**src/rtl/kwd_pkg.sv**
```systemverilog
package kwd_pkg;
  localparam logic [7:0] OFF_IEN  = 8'h00;
  localparam logic [7:0] OFF_STAT = 8'h04;
  localparam logic [7:0] OFF_CTRL = 8'h10;
  localparam logic [7:0] OFF_CFG  = 8'h14;
  localparam logic [7:0] OFF_MODE = 8'h18;

  localparam logic [11:0] RESTART_KEY = 12'hA57;

  localparam logic [1:0] ACT_SYSRST = 2'd1;
  localparam logic [1:0] ACT_IRQ    = 2'd2;

  localparam logic [3:0] DEF_INTV   = 4'd11;
  localparam int         RST_CYCLES = 4;
  localparam int         MAX_HALVES = 32;

  // Timeout in half-seconds for each interval code.
  function automatic logic [5:0] interval_halves(input logic [3:0] code);
    case (code)
      4'd0:    return 6'd1;
      4'd1:    return 6'd2;
      4'd2:    return 6'd4;
      4'd3:    return 6'd6;
      4'd4:    return 6'd8;
      4'd5:    return 6'd10;
      4'd6:    return 6'd12;
      4'd7:    return 6'd16;
      4'd8:    return 6'd20;
      4'd9:    return 6'd24;
      4'd10:   return 6'd28;
      default: return 6'd32;
    endcase
  endfunction
endpackage

```
**src/rtl/kwd_regs.sv**
```systemverilog
module kwd_regs
  import kwd_pkg::*;
#(
  parameter int ADDR_W = 8
) (
  input  logic              clk,
  input  logic              rst_n,
  input  logic              we,
  input  logic [ADDR_W-1:0] addr,
  input  logic [31:0]       wdata,
  input  logic              expire,
  output logic [31:0]       rdata,
  output logic              irq_en,
  output logic              pend,
  output logic [1:0]        action,
  output logic              wd_en,
  output logic [3:0]        intv,
  output logic              restart,
  output logic              mode_chg
);
  logic sel_ien, sel_stat, sel_ctrl, sel_cfg, sel_mode;

  assign sel_ien  = we && (addr == ADDR_W'(OFF_IEN));
  assign sel_stat = we && (addr == ADDR_W'(OFF_STAT));
  assign sel_ctrl = we && (addr == ADDR_W'(OFF_CTRL));
  assign sel_cfg  = we && (addr == ADDR_W'(OFF_CFG));
  assign sel_mode = we && (addr == ADDR_W'(OFF_MODE));

  // key and start bit must both match.
  assign restart = sel_ctrl && wdata[0] && (wdata[12:1] == RESTART_KEY);

  always_ff @(posedge clk or negedge rst_n) begin
    if (!rst_n) begin
      irq_en   <= 1'b0;
      pend     <= 1'b0;
      action   <= ACT_SYSRST;
      wd_en    <= 1'b0;
      intv     <= DEF_INTV;
      mode_chg <= 1'b0;
    end else begin
      mode_chg <= sel_mode && ((wdata[0] != wd_en) || (wdata[7:4] != intv));
      if (sel_ien) irq_en <= wdata[0];
      if (sel_cfg) action <= wdata[1:0];
      if (sel_mode) begin
        wd_en <= wdata[0];
        intv  <= wdata[7:4];
      end
      // a new expiry outranks a clearing write.
      if (expire && (action == ACT_IRQ)) pend <= 1'b1;
      else if (sel_stat && wdata[0])     pend <= 1'b0;
    end
  end

  always_comb begin
    rdata = '0;
    case (addr)
      ADDR_W'(OFF_IEN):  rdata[0]   = irq_en;
      ADDR_W'(OFF_STAT): rdata[0]   = pend;
      ADDR_W'(OFF_CFG):  rdata[1:0] = action;
      ADDR_W'(OFF_MODE): begin
        rdata[0]   = wd_en;
        rdata[7:4] = intv;
      end
      default: rdata = '0;
    endcase
  end
endmodule

```
**src/rtl/kwd_counter.sv**
```systemverilog
module kwd_counter
  import kwd_pkg::*;
#(
  parameter int HALF_TICKS = 1,
  parameter int CNT_W      = $clog2(MAX_HALVES * HALF_TICKS + 1)
) (
  input  logic       clk,
  input  logic       rst_n,
  input  logic       en,
  input  logic [3:0] intv,
  input  logic       reload,
  input  logic       tick,
  input  logic       hold,
  output logic       expire
);
  logic [CNT_W-1:0] cnt;
  logic [CNT_W-1:0] load_val;

  assign load_val = CNT_W'(interval_halves(intv)) * CNT_W'(HALF_TICKS);
  // reload has priority over the final tick.
  assign expire = en && !reload && !hold && tick && (cnt == CNT_W'(1));

  always_ff @(posedge clk or negedge rst_n) begin
    if (!rst_n)                         cnt <= '0;
    else if (!en || reload || expire)   cnt <= load_val;
    else if (tick && !hold)             cnt <= cnt - CNT_W'(1);
  end
endmodule

```
**src/rtl/kwd_rstgen.sv**
```systemverilog
module kwd_rstgen
  import kwd_pkg::*;
#(
  parameter int LEN_W = $clog2(RST_CYCLES + 1)
) (
  input  logic clk,
  input  logic rst_n,
  input  logic fire,
  output logic pulse
);
  logic [LEN_W-1:0] left;

  assign pulse = (left != '0);

  always_ff @(posedge clk or negedge rst_n) begin
    if (!rst_n)     left <= '0;
    else if (fire)  left <= LEN_W'(RST_CYCLES);
    else if (pulse) left <= left - LEN_W'(1);
  end
endmodule

```
**src/rtl/keyed_watchdog.sv**
```systemverilog
module keyed_watchdog
  import kwd_pkg::*;
#(
  parameter int HALF_TICKS = 1,
  parameter int ADDR_W     = 8
) (
  input  logic              clk,
  input  logic              rst_n,
  input  logic              tick,
  input  logic              we,
  input  logic [ADDR_W-1:0] addr,
  input  logic [31:0]       wdata,
  output logic [31:0]       rdata,
  output logic              irq,
  output logic              sys_rst
);
  logic       expire_w, irq_en_w, pend_w, wd_en_w, restart_w, mode_chg_w;
  logic [1:0] action_w;
  logic [3:0] intv_w;

  kwd_regs #(.ADDR_W(ADDR_W)) u_regs (
    .clk(clk), .rst_n(rst_n), .we(we), .addr(addr), .wdata(wdata),
    .expire(expire_w), .rdata(rdata), .irq_en(irq_en_w), .pend(pend_w),
    .action(action_w), .wd_en(wd_en_w), .intv(intv_w),
    .restart(restart_w), .mode_chg(mode_chg_w)
  );

  kwd_counter #(.HALF_TICKS(HALF_TICKS)) u_cnt (
    .clk(clk), .rst_n(rst_n), .en(wd_en_w), .intv(intv_w),
    .reload(restart_w || mode_chg_w), .tick(tick), .hold(sys_rst),
    .expire(expire_w)
  );

  kwd_rstgen u_rst (
    .clk(clk), .rst_n(rst_n),
    .fire(expire_w && (action_w == ACT_SYSRST)),
    .pulse(sys_rst)
  );

  assign irq = pend_w && irq_en_w;
endmodule

```
**config.mk**
```make
export PLATFORM = sky130hd
export DESIGN_NAME = keyed_watchdog
export DESIGN_NICKNAME = d
export VERILOG_FILES = /design/src/rtl/kwd_pkg.sv /design/src/rtl/kwd_regs.sv /design/src/rtl/kwd_counter.sv /design/src/rtl/kwd_rstgen.sv /design/src/rtl/keyed_watchdog.sv
export SDC_FILE = /design/constraint.sdc
export NUM_CORES = 1
export LEC_CHECK = 0
export BUFFER_PORTS_ARGS = -buffer_cell sky130_fd_sc_hd__buf_2
export CORE_UTILIZATION = 45
export CTS_CLUSTER_DIAMETER = 120
export DETAILED_ROUTE_END_ITERATION = 16
export GPL_TIMING_DRIVEN = 0
export PLACE_DENSITY = 0.78
export SETUP_SLACK_MARGIN = 0.2
export SYNTH_ARGS = -nofsm -noshare
export SYNTH_HDL_FRONTEND = slang
export SYNTH_HIERARCHICAL = 1
export SYNTH_SLANG_ARGS = --single-unit
export TNS_END_PERCENT = 5
```
**constraint.sdc**
```tcl
create_clock -name clk -period 2.7 [get_ports clk]
set_clock_uncertainty 0.05 [all_clocks]
set_input_delay 0.135 -clock clk [delete_from_list [all_inputs] [get_ports clk]]
set_output_delay 0.135 -clock clk [all_outputs]
set_load 0.01 [all_outputs]
```
==> metrics.md <==
| Metric | Value |
|---|---|
| Area grow syn2layout | `21.98%` |
| Largest net degree at the start of global routing | `20` |
| Critical Path RT | `2.88 ns` |
| Die area | `3784 µm²` |
| Synthesized area | `1594 µm²` |
| Setup ws final | `0.4001 ns` |
| Share of layout cells above drive strength 1 | `39.91%` |
| Filler Cell Count | `340` |
| Setup TNS | `0 ns` |
| Syn avg cell area | `around 9.9 µm²` |
| Die width | `61.52 µm` |
| WL final | `~2800 µm` |
| Multi-input gate area | `953.4 µm²` |
| Worst-skew pair later-pin latency | `0.29 ns` |
| Post-synthesis compound-gate area fraction | `8.713%` |
| CP Depth | `11` |
| Reg2Reg Launch Point | `u_rst/left[0]` |
| Worst Hold Class | `in -> reg` |
| Hold Crit Start | `wdata[6]` |
| RSZ-0062 raised after global routing | `false` |
| Max-Cap Viols | `0` |
| XOR/XNOR Fraction of Synth Area | `4.945%` |
| Cells on Worst Hold Path | `2` |
| Max_slew headroom | `42.20%` |
| Clock-pin slew on the worst setup and hold paths | `0.11 ns` |
| Antenna-violating nets left | `0` |
| Sequential-to-total area share from yosys stat | `a little under a third` |
| Post-synth cell types | `52` |
| GR Util All Layers | `16.13%` |
| Clock Power Share | `17.2%` |
| P_leak | `0.9628 nW` |
| Cells along the critical path | `buf_2 > or4_4 > buf_6 > or4_1 > nor3_1 > or2_1 > nand2b_2 > nor2_1 > and3b_1 > and2b_1 > mux2_2` |
| Area contributors post-synth | `dfrtp_1, buf_4, dfstp_2` |
| Initial Util | `47.40%` |
| R2r setup slk | `0.57 ns` |
| CTS buffer count | `3` |
| Overflow after GRT | `0` |
| Cell Pwr Density | `429.1 nW/µm²` |
| Switch Pwr | `0.0002812 W` |
| Warnings from Yosys | `6` |
| Routed len/inst | `10.25 µm` |
| Share of the synthesized area in the top cell type | `23.55%` |
| Slew Viols, Final | `0` |
| Dominant synthesized flop cell | `dfrtp_1` |
| Final hold violations | `0` |
| Main combinational cell family by area after synthesis | `simple AND/OR/NAND/NOR gates` |
| Worst slew pin tran | `0.8550 ns` |
| Iteration-0 DRC Markers | `22` |
| Vias per cell | `4.535` |
| Buf/Inv on CP | `2` |
| Total power | `about 0.00083 W` |
| Post-Synth Adder-Cell Area | `6.279%` |
| P_int | `~0.00055 W` |
| Vias | `about 1.2k` |
| Vias in the first global route | `between 1k and 1.5k` |
| Antenna violations before repair | `0` |
| Sw Ratio | `33.71%` |
| H-tree depth | `1` |
| Ports | `78` |
| Post-DP HPWL | `2262 µm` |
| Synth Area in Simple Gates | `between 20% and 30%` |
| 1st-pass router iterations | `4` |
| Cells after Synth | `161` |
| Most common library cells after synthesis | `buf_4, dfrtp_1, ha_1, inv_1, nor2_1` |
| CTS tree | `yes` |
| Height of the die | `61.52 µm` |
| Comb pwr share | `39.4%` |
| DRC Markers | `0` |
| Count leader, synth | `buf_4` |
| Slowest Stage Delay on Critical Path | `around 0.52 ns` |
| Worst-case clock buffer depth | `2` |
| Setup violations, final | `0` |
| Worst-path fanout max | `8` |
| Tcrit/Tclk final | `85.18%` |
| Startpoint types | `input pin` |
| Fmax | `0.4348 GHz` |
| Peak VDD IR | `0.2610 mV` |
| Crit path DAT | `2.48 ns` |
| Core Rows | `21` |
| Crit. End Element | `flip-flop` |
| Worst R2R End | `u_rst/left[0]` |
| DP Worst Slack | `0.03718 ns` |
| Root Buffer | `clkbuf_4` |
| Worst path slowest cell | `or4_4` |
| Asr flop ratio synth | `between 90% and 100%` |
| I/O Buffers | `32` |
| Crit path kind | `in -> reg` |
| First-pass GRT wire length | `4581 µm` |
| Fin crit period | `approximately 2.3 ns` |
| # diodes | `0` |
| Global placer's final weighted congestion | `0.7742` |
| Hold EP | `u_regs/intv[2]` |
| Final net count | `276` |
| Crit path max-delay family | `simple AND/OR/NAND/NOR gates` |
| Post-synth top area cell | `dfrtp_1` |
| Flop pwr share | `43.4%` |
| Worst r2r path cells | `10` |
| Register area | `480.5 µm²` |
| Status | `complete, no violations` |
| Multiplexer area fraction after synthesis | `9.969%` |
| Area of the core | `around 3400 µm²` |
| Number of synthesized register bits | `19` |
| Clock Sinks | `19` |
| EDFF count, synth | `0` |
## timing repair
item,4_1_cts,5_1_grt
endpoints found under the hold margin,15,0
endpoints found under the setup margin,0,1
setup buffers,0,0
hold buffers,1,0
gates resized for setup,0,1
## power groups by stage
| stage | registers [W] | clock network, W | logic, W |
|---|---|---|---|
| finish | 0.000362 | 0.000144 | 0.000329 |
| CTS | 0.000362 | 0.000147 | 0.000331 |
| floorplan | 0.000359 | 0 | 0.000259 |
| global placement | 0.000364 | 0 | 0.000315 |
| global route | 0.000370 | 0.000157 | 0.000371 |
| detailed placement | 0.000368 | 0 | 0.000329 |
## routing by layer
| layer | wire, µm | vias to the layer above | global-route usage [%] |
|---|---|---|---|
| met5 | 0 | - | 0 |
| met4 | 29 | 0 | 5.714 |
| met3 | 122 | 4 | 2.101 |
| met2 | 1373 | 36 | 28.57 |
| met1 | 1231 | 545 | 20.05 |
| li1 | - | 635 | - |
## how the worst max path moves through the flow
stage / from / endpoint
after floorplan: addr[7] / u_rst/left[0]
after global placement: addr[7] / u_rst/left[0]
after detailed placement: addr[7] / u_rst/left[0]
after CTS: addr[7] / u_rst/left[0]
after global routing: addr[7] / u_rst/left[0]
final: addr[7] / u_rst/left[0]
## kinds of logic after synthesis
| group | after synthesis |
|---|---|
| compound gates | 17 |
| xor+xnor | 9 |
| fa+ha+maj | 8 |
| buf+inv | 38 |
| flops | 19 |
| mux | 14 |
| other cells | 1 |
| simple gates | 55 |
## state kept, by name, summed over array words and instances, names as in the netlist
register,flops
u_regs/intv,4
u_regs/wd_en,1
u_rst/left,3
u_regs/pend,1
u_regs/mode_chg,1
u_regs/irq_en,1
u_cnt/cnt,6
u_regs/action,2
## layout by cell type, fill, tap and decap left out, types with 2 or more instances in the layout
cell      instances
nor2_1            8
buf_4            26
nand2b_1          2
dfrtp_1          15
ha_1              8
a211oi_1          2
dfstp_2           4
nor3_1            5
mux2_2            7
o21ai_0           3
inv_1             8
xor2_1            5
clkbuf_4          3
clkbuf_1          2
mux2_4            2
xnor2_1           4
mux2i_1           5
buf_6             2
conb_1           26
buf_2            33
nand4b_1          2
or4_1             2
nand2_1           6
and2_1            6
or4_4             2
o31ai_1           2
a21oi_1           2
nand3_1           4
## stage by stage
stage / hold slack (ns) / cells / area (µm²) / utilization, %
after global routing: 0.05172 / 269 / 1944 / 57.81
after detailed placement: 0.04478 / 264 / 1906 / 56.66
after floorplan: -0.2106 / 186 / 1688 / -
final: 0.06415 / 269 / 1944 / 57.81
after global placement: 0.04074 / 264 / 1906 / 56.66
after CTS: 0.05790 / 269 / 1942 / 57.74
## final cells by class
type                    instances  area share, %
flip-flops and latches         19          24.71
repair buffers                 33          8.752
multi-input cells             129          49.03
clock buffers                   4          1.351
well taps                      46          2.960
plain buffers                  30          11.65
inverters                       8          1.544
Note: power is estimated with default switching activity, not from simulation.
